File: src/rtl/codec_pkg.sv
package codec_pkg;
  localparam int WORD_W = 8;

  // Reference cycles in one full bit-clock period for divider value div.
  function automatic int unsigned bclk_period(input int unsigned div);
    return 2 * (div + 1);
  endfunction

  // Bit periods in one frame: one sync period plus one per data bit.
  function automatic int unsigned frame_slots(input int unsigned width);
    return width + 1;
  endfunction
endpackage

File: src/rtl/codec_bitclk_gen.sv
module codec_bitclk_gen #(
  parameter int DIV_W = 8
) (
  input  logic             clk,
  input  logic             rst_n,
  input  logic             en,
  input  logic [DIV_W-1:0] div_in,
  output logic             bclk,
  output logic             rise_evt,
  output logic             fall_evt,
  output logic [DIV_W-1:0] div_active
);
  logic [DIV_W-1:0] cnt;
  logic             half_done;

  assign half_done = en && (cnt == div_active);
  assign rise_evt  = half_done && !bclk;
  assign fall_evt  = half_done && bclk;

  always_ff @(posedge clk) begin
    if (!rst_n) begin
      div_active <= '0;
      cnt        <= '0;
      bclk       <= 1'b0;
    end else if (!en) begin
      div_active <= div_in;
      cnt        <= '0;
      bclk       <= 1'b0;
    end else if (half_done) begin
      cnt  <= '0;
      bclk <= ~bclk;
    end else begin
      cnt <= cnt + 1'b1;
    end
  end
endmodule

File: src/rtl/codec_byte_fifo.sv
module codec_byte_fifo #(
  parameter int W     = 8,
  parameter int DEPTH = 16
) (
  input  logic               clk,
  input  logic               rst_n,
  input  logic               wr,
  input  logic [W-1:0]       wdata,
  input  logic               rd,
  output logic [W-1:0]       rdata,
  output logic               full,
  output logic               empty,
  output logic [$clog2(DEPTH+1)-1:0] level
);
  localparam int AW   = (DEPTH > 1) ? $clog2(DEPTH) : 1;
  localparam int LW   = $clog2(DEPTH + 1);
  localparam logic [LW-1:0] FULL_LV = LW'(DEPTH);
  localparam logic [AW-1:0] LAST_IX = AW'(DEPTH - 1);

  logic [W-1:0]  mem [DEPTH];
  logic [AW-1:0] wp, rp;
  logic          do_wr, do_rd;

  assign full  = (level == FULL_LV);
  assign empty = (level == '0);
  assign do_wr = wr && !full;
  assign do_rd = rd && !empty;
  assign rdata = mem[rp];

  always_ff @(posedge clk) begin
    if (do_wr) mem[wp] <= wdata;
  end

  always_ff @(posedge clk) begin
    if (!rst_n) begin
      wp    <= '0;
      rp    <= '0;
      level <= '0;
    end else begin
      if (do_wr) wp <= (wp == LAST_IX) ? '0 : wp + 1'b1;
      if (do_rd) rp <= (rp == LAST_IX) ? '0 : rp + 1'b1;
      case ({do_wr, do_rd})
        2'b10:   level <= level + 1'b1;
        2'b01:   level <= level - 1'b1;
        default: level <= level;
      endcase
    end
  end
endmodule

File: src/rtl/codec_frame_engine.sv
module codec_frame_engine
  import codec_pkg::*;
#(
  parameter int DATA_W = 8
) (
  input  logic              clk,
  input  logic              rst_n,
  input  logic              en,
  input  logic              rise_evt,
  input  logic              fall_evt,
  input  logic              tx_empty,
  input  logic [DATA_W-1:0] tx_data,
  input  logic              sdi,
  output logic              tx_pop,
  output logic              underrun_evt,
  output logic              rx_push,
  output logic [DATA_W-1:0] rx_byte,
  output logic              fsync,
  output logic              sdo
);
  localparam int SLOTS  = frame_slots(DATA_W);
  localparam int SLOT_W = $clog2(SLOTS);
  localparam logic [SLOT_W-1:0] LAST = SLOT_W'(SLOTS - 1);

  logic              active;
  logic [SLOT_W-1:0] slot;
  logic [DATA_W-1:0] tx_sh, rx_sh;
  logic              frame_start;

  assign frame_start  = rise_evt && (!active || slot == LAST);
  assign tx_pop       = frame_start && !tx_empty;
  assign underrun_evt = frame_start && tx_empty;
  assign rx_push      = fall_evt && active && (slot == LAST);
  assign rx_byte      = {rx_sh[DATA_W-2:0], sdi};

  always_ff @(posedge clk) begin
    if (!rst_n || !en) begin
      active <= 1'b0;
      slot   <= '0;
      fsync  <= 1'b0;
      sdo    <= 1'b0;
      tx_sh  <= '0;
      rx_sh  <= '0;
    end else begin
      if (frame_start) begin
        active <= 1'b1;
        slot   <= '0;
        fsync  <= 1'b1;
        sdo    <= 1'b0;
        tx_sh  <= tx_empty ? '0 : tx_data;
      end else if (rise_evt) begin
        slot  <= slot + 1'b1;
        fsync <= 1'b0;
        sdo   <= tx_sh[DATA_W-1];
        tx_sh <= {tx_sh[DATA_W-2:0], 1'b0};
      end
      if (fall_evt && active && slot != '0)
        rx_sh <= rx_byte;
    end
  end
endmodule

File: src/rtl/codec_serial_port.sv
module codec_serial_port
  import codec_pkg::*;
#(
  parameter int DATA_W     = WORD_W,
  parameter int FIFO_DEPTH = 16,
  parameter int DIV_W      = 8
) (
  input  logic              clk,
  input  logic              rst_n,
  input  logic              en,
  input  logic [DIV_W-1:0]  div_val,
  input  logic              wr_en,
  input  logic [DATA_W-1:0] wr_data,
  input  logic              rd_en,
  output logic [DATA_W-1:0] rd_data,
  input  logic              sdi,
  output logic              bclk_o,
  output logic              fsync_o,
  output logic              sdo_o,
  output logic              tx_full,
  output logic              tx_empty,
  output logic              rx_full,
  output logic              rx_empty,
  output logic              tx_underrun,
  output logic              rx_overrun
);
  localparam int LW = $clog2(FIFO_DEPTH + 1);

  logic              rise_evt, fall_evt;
  logic [DIV_W-1:0]  div_active;
  logic              tx_pop, underrun_evt, rx_push;
  logic [DATA_W-1:0] tx_head, rx_byte;
  logic [LW-1:0]     tx_level, rx_level;
  logic              overrun_evt;

  codec_bitclk_gen #(.DIV_W(DIV_W)) u_clkgen (
    .clk(clk), .rst_n(rst_n), .en(en), .div_in(div_val),
    .bclk(bclk_o), .rise_evt(rise_evt), .fall_evt(fall_evt),
    .div_active(div_active)
  );

  codec_byte_fifo #(.W(DATA_W), .DEPTH(FIFO_DEPTH)) u_txq (
    .clk(clk), .rst_n(rst_n), .wr(wr_en), .wdata(wr_data),
    .rd(tx_pop), .rdata(tx_head), .full(tx_full), .empty(tx_empty),
    .level(tx_level)
  );

  codec_byte_fifo #(.W(DATA_W), .DEPTH(FIFO_DEPTH)) u_rxq (
    .clk(clk), .rst_n(rst_n), .wr(rx_push), .wdata(rx_byte),
    .rd(rd_en), .rdata(rd_data), .full(rx_full), .empty(rx_empty),
    .level(rx_level)
  );

  codec_frame_engine #(.DATA_W(DATA_W)) u_frame (
    .clk(clk), .rst_n(rst_n), .en(en),
    .rise_evt(rise_evt), .fall_evt(fall_evt),
    .tx_empty(tx_empty), .tx_data(tx_head), .sdi(sdi),
    .tx_pop(tx_pop), .underrun_evt(underrun_evt),
    .rx_push(rx_push), .rx_byte(rx_byte),
    .fsync(fsync_o), .sdo(sdo_o)
  );

  assign overrun_evt = rx_push && rx_full;

  always_ff @(posedge clk) begin
    if (!rst_n || !en) begin
      tx_underrun <= 1'b0;
      rx_overrun  <= 1'b0;
    end else begin
      if (underrun_evt) tx_underrun <= 1'b1;
      if (overrun_evt)  rx_overrun  <= 1'b1;
    end
  end
endmodule

File: config.mk
export PLATFORM = sky130hd
export DESIGN_NAME = codec_serial_port
export DESIGN_NICKNAME = d
export VERILOG_FILES = /design/src/rtl/codec_pkg.sv /design/src/rtl/codec_bitclk_gen.sv /design/src/rtl/codec_byte_fifo.sv /design/src/rtl/codec_frame_engine.sv /design/src/rtl/codec_serial_port.sv
export SDC_FILE = /design/constraint.sdc
export NUM_CORES = 1
export LEC_CHECK = 0
export BUFFER_PORTS_ARGS = -buffer_cell sky130_fd_sc_hd__buf_2
export CORE_MARGIN = 2
export CORE_UTILIZATION = 60
export CTS_BUF_LIST = sky130_fd_sc_hd__clkbuf_8
export DETAILED_ROUTE_END_ITERATION = 10
export HOLD_SLACK_MARGIN = 0.03
export PLACE_DENSITY = 0.88
export REMOVE_ABC_BUFFERS = 1
export SYNTH_ARGS = -nofsm -noshare
export SYNTH_HDL_FRONTEND = slang
export SYNTH_HIERARCHICAL = 1
export SYNTH_SLANG_ARGS = --single-unit
File: constraint.sdc
create_clock -name clk -period 4.72 [get_ports clk]
set_input_delay 0.944 -clock clk [delete_from_list [all_inputs] [get_ports clk]]
set_output_delay 0.944 -clock clk [all_outputs]
set_load 0.03 [all_outputs]
==> out/metrics.yaml <==
power_and_ir_drop:
  p_comb_share_pct: 3.0
  peakVddDrop_mv: 0.3471
  swShare_pct: 21.20
  power.density_nw_per_um2: 379.2
  power_leakage_nw: 5.130
  clkPwrFrac_pct: 41.2
  p_sw_w: 0.001203
  p_int_w: 0.004469
  seq_power_share_pct: 55.7
clocking:
  numCtsBuffers: 51
  cts.sinks: 331
  cts_tree: "built"
  root_buffer: "clkbuf_8"
  h-tree-depth: 2
  clk_latency_ns: 0.58
  cts_setup_buffers: 0
  clk_pin_slew_worst_paths_ns: 0.07
  ctsHoldBuffers: 0
  cts.path.max_buffers: 3
  cts_resized: 0
floorplanning:
  ios: 39
  core_um2: 22430
  die-area_um2: 23860
  fp.dieH_um: 154.5
  initial_core_util_pct: 60.56
  rows: 55
  die_x_um: 154.5
worst_setup_path:
  crit_family: "multiplexers"
  crit_top_cell: "mux4_2"
  slowest_delay_ns: 0.89
  rr_startpoint: "u_clkgen/cnt[0]$_SDFF_PP0_"
  crit_type: "reg -> out"
  cp-end-kind: "output pin"
  critPathLaunchType: "flop"
  cp_max_fo: 25
  r2r_cells: 15
  reg2reg_setup_slack_ns: 0.94
  rr_endpoint: "u_txq/level[2]$_SDFFE_PN0P_"
  critical_path_arrival_ns: 2.99
  critPathSlowestCell: "dfxtp_2"
  cp.required_ns: 3.78
  crit_buf_inv: 2
  crit_chain: "buf_4, mux4_2, mux4_2, buf_2"
min_path:
  min_path_type: "reg -> reg"
  hold_start: "u_clkgen/cnt[0]$_SDFF_PP0_"
  min_to: "u_clkgen/cnt[0]$_SDFF_PP0_"
  worstHoldPathCells: 1
global_routing:
  grt_overflow: 0
  grt_max_degree: 33
  antenna_found_initial: 0
  grt_pass1_wl_mm: 40.31
  grt_pass1_vias: 7482
  grt_usage_pct: 21.99
synthesis:
  synth_xor_area_share_pct: 1.676
  synthSimpleGateAreaFrac_pct: 6.742
  synthCells: 805
  ys_seq_area_share_pct: 67.64
  synth_top_family_by_area: "multiplexers"
  yosysWarnings: 6
  synth_area_per_cell_um2: 16.88
  ys_top_cells_by_area: "edfxtp_1 57%, mux4_2 11%, dfxtp_1 11%"
  synth.most_common_cell: "edfxtp_1"
  synthMuxAreaShare_pct: 14.82
  synthesis.area_um2: 13590
  ys_types: 57
  yosys.area.top_type: "edfxtp_1"
  synth-compound-area-share_pct: 4.660
  synth_common_cells: "256 x edfxtp_1, 75 x dfxtp_1, 69 x mux4_2, 34 x nor2_1"
  synth_adder_area_share_pct: 1.750
  synth-seq-cells: 331
  ys_async_sr_fraction_pct: 0
  synth_edf_count: 256
  synth_top_area_share_pct: 56.59
  synth-main-ff-cell: "edfxtp_1"
sta:
  setup_tns_ns: 0
  max-slew-margin-rel_pct: 42.29
  rsz0062_at_grt: "no"
  fin_crit_sh_pct: 83.38
  final-max-slew-violation-count: 0
  clock_skew_ns: 0.03900
  worst_slew_pin_slew_ns: 0.8656
  setup_violations: 0
  fin_crit_ns: 3.935
  max_freq_mhz: 254.1
  final_hold_viol_count: 0
drt:
  wl_per_cell_um: 21.64
  wirelength_mm: 25.62
  num_vias: 7395
  drtIter0Drc: 576
  viasPerCell: 6.246
  post-route-drc-count: 0
  first_pass_iters: 5
  antenna_left: 0
final_layout:
  area_growth_pct: 10.08
  antenna_cells: 0
  final_nets: 900
  design_area_um2: 14960
  fillCellCount: 1450
  drive_gt1_share_pct: 23.25
place:
  dpl.hpwl_mm: 16.55
  gp_congestion: 0.8370
  placed_area_um2: 13920
  io_buffer_count: 38
job:
  max_cap_viol_count: 0
status:
  status: "finished clean"
cell type report:
type | instances | area [µm²] | share of cell area, %
Inverter | 22 | 92.59 | 0.6191
Timing Repair Buffer | 45 | 242.7 | 1.623
Clock buffer | 59 | 812.0 | 5.430
Clock inverter | 34 | 225.2 | 1.506
Sequential cell | 331 | 9193 | 61.47
Multi-Input combinational cell | 408 | 4034 | 26.97
Tap cell | 285 | 356.6 | 2.384
state kept, by name, summed over array words and instances (netlist names), 4 cells and up, named ones only:
register / cells
u_frame/rx_sh: 7
u_clkgen/div_active: 8
u_frame/tx_sh: 8
u_rxq/level: 5
u_txq/wp: 4
u_clkgen/cnt: 8
u_txq/rp: 4
u_rxq/mem: 128
u_rxq/wp: 4
u_txq/mem: 128
u_frame/slot: 4
u_txq/level: 5
u_rxq/rp: 4
routing by layer:
layer,part of all wire (%),vias up,track usage (%)
li1,-,3300,-
met3,7.4,70,4.651
met1,39,3681,28.39
met2,51,344,37.16
met5,0,-,0
met4,3.0,0,8.377
metrics by stage:
| stage | utilization [%] | total power (W) | cells | hold WS (ns) | setup WS (ns) |
|---|---|---|---|---|---|
| final | 66.66 | 0.005671 | 1184 | 0.4913 | 0.7847 |
| after global routing | 66.66 | 0.005860 | 1184 | 0.5105 | 0.5942 |
| after CTS | 66.66 | 0.005721 | 1184 | 0.4942 | 0.6954 |
| after detailed placement | 62.04 | 0.003393 | 1091 | 0.4812 | 0.8153 |
| after global placement | 62.04 | 0.003383 | 1091 | 0.4571 | 0.9620 |
| after floorplan | - | 0.003322 | 761 | 0.4434 | 0.2112 |
power groups by stage:
stage	Clock, W	Combinational (W)	Sequential [W]
final	0.00234	0.000172	0.00316
after global routing	0.00251	0.000186	0.00316
after CTS	0.00239	0.000172	0.00316
after detailed placement	0	0.000171	0.00322
after global placement	0	0.000163	0.00322
after floorplan	0	0.000101	0.00322
cell families (layout without fill, tap and decap cells):
| logic type | Yosys count | after routing |
|---|---|---|
| AOI/OAI and AO/OA | 96 | 96 |
| buffers and inverters | 66 | 160 |
| DFF | 331 | 331 |
| muxes | 97 | 97 |
| xor gates and xnor gates | 26 | 26 |
| and+or+nand+nor | 170 | 170 |
| adders and majority gates | 19 | 19 |
worst max path at each step:
| stage | from | endpoint | slack, ns | cells past startpoint |
|---|---|---|---|---|
| 6_report | flop | rd_data[3] | 0.78 | 4 |
| 5_1_grt | flop | rd_data[4] | 0.59 | 4 |
| 4_1_cts | flop | rd_data[3] | 0.70 | 4 |
| 3_5_place_dp | en | u_txq/level[2]$_SDFFE_PN0P_ | 0.82 | 14 |
| 3_3_place_gp | en | u_txq/level[2]$_SDFFE_PN0P_ | 0.96 | 14 |
| 2_1_floorplan | en | u_txq/level[2]$_SDFFE_PN0P_ | 0.21 | 12 |
cell usage in the layout (no fill, tap or decap), types with 3 or more instances in the layout:
| cell type | n |
|---|---|
| and4_1 | 6 |
| dfxtp_2 | 3 |
| xor2_1 | 14 |
| nand3_1 | 22 |
| xnor2_1 | 12 |
| nor2_2 | 4 |
| or3_1 | 4 |
| clkinv_1 | 12 |
| clkbuf_8 | 59 |
| and2_1 | 10 |
| mux4_2 | 69 |
| nor3_1 | 9 |
| mux2i_1 | 17 |
| and3_1 | 15 |
| clkinv_4 | 3 |
| nand2_1 | 33 |
| a21oi_1 | 33 |
| clkinvlp_4 | 3 |
| nor2b_1 | 8 |
| buf_2 | 38 |
| nand4_1 | 5 |
| o211ai_1 | 11 |
| nor2_1 | 34 |
| a31oi_1 | 12 |
| nand3b_1 | 4 |
| clkinv_2 | 7 |
| ha_1 | 19 |
| buf_4 | 7 |
| mux4_1 | 11 |
| edfxtp_1 | 256 |
| inv_1 | 27 |
| o21ai_0 | 19 |
| dfxtp_1 | 72 |
Power figures use the tool's default switching activity.
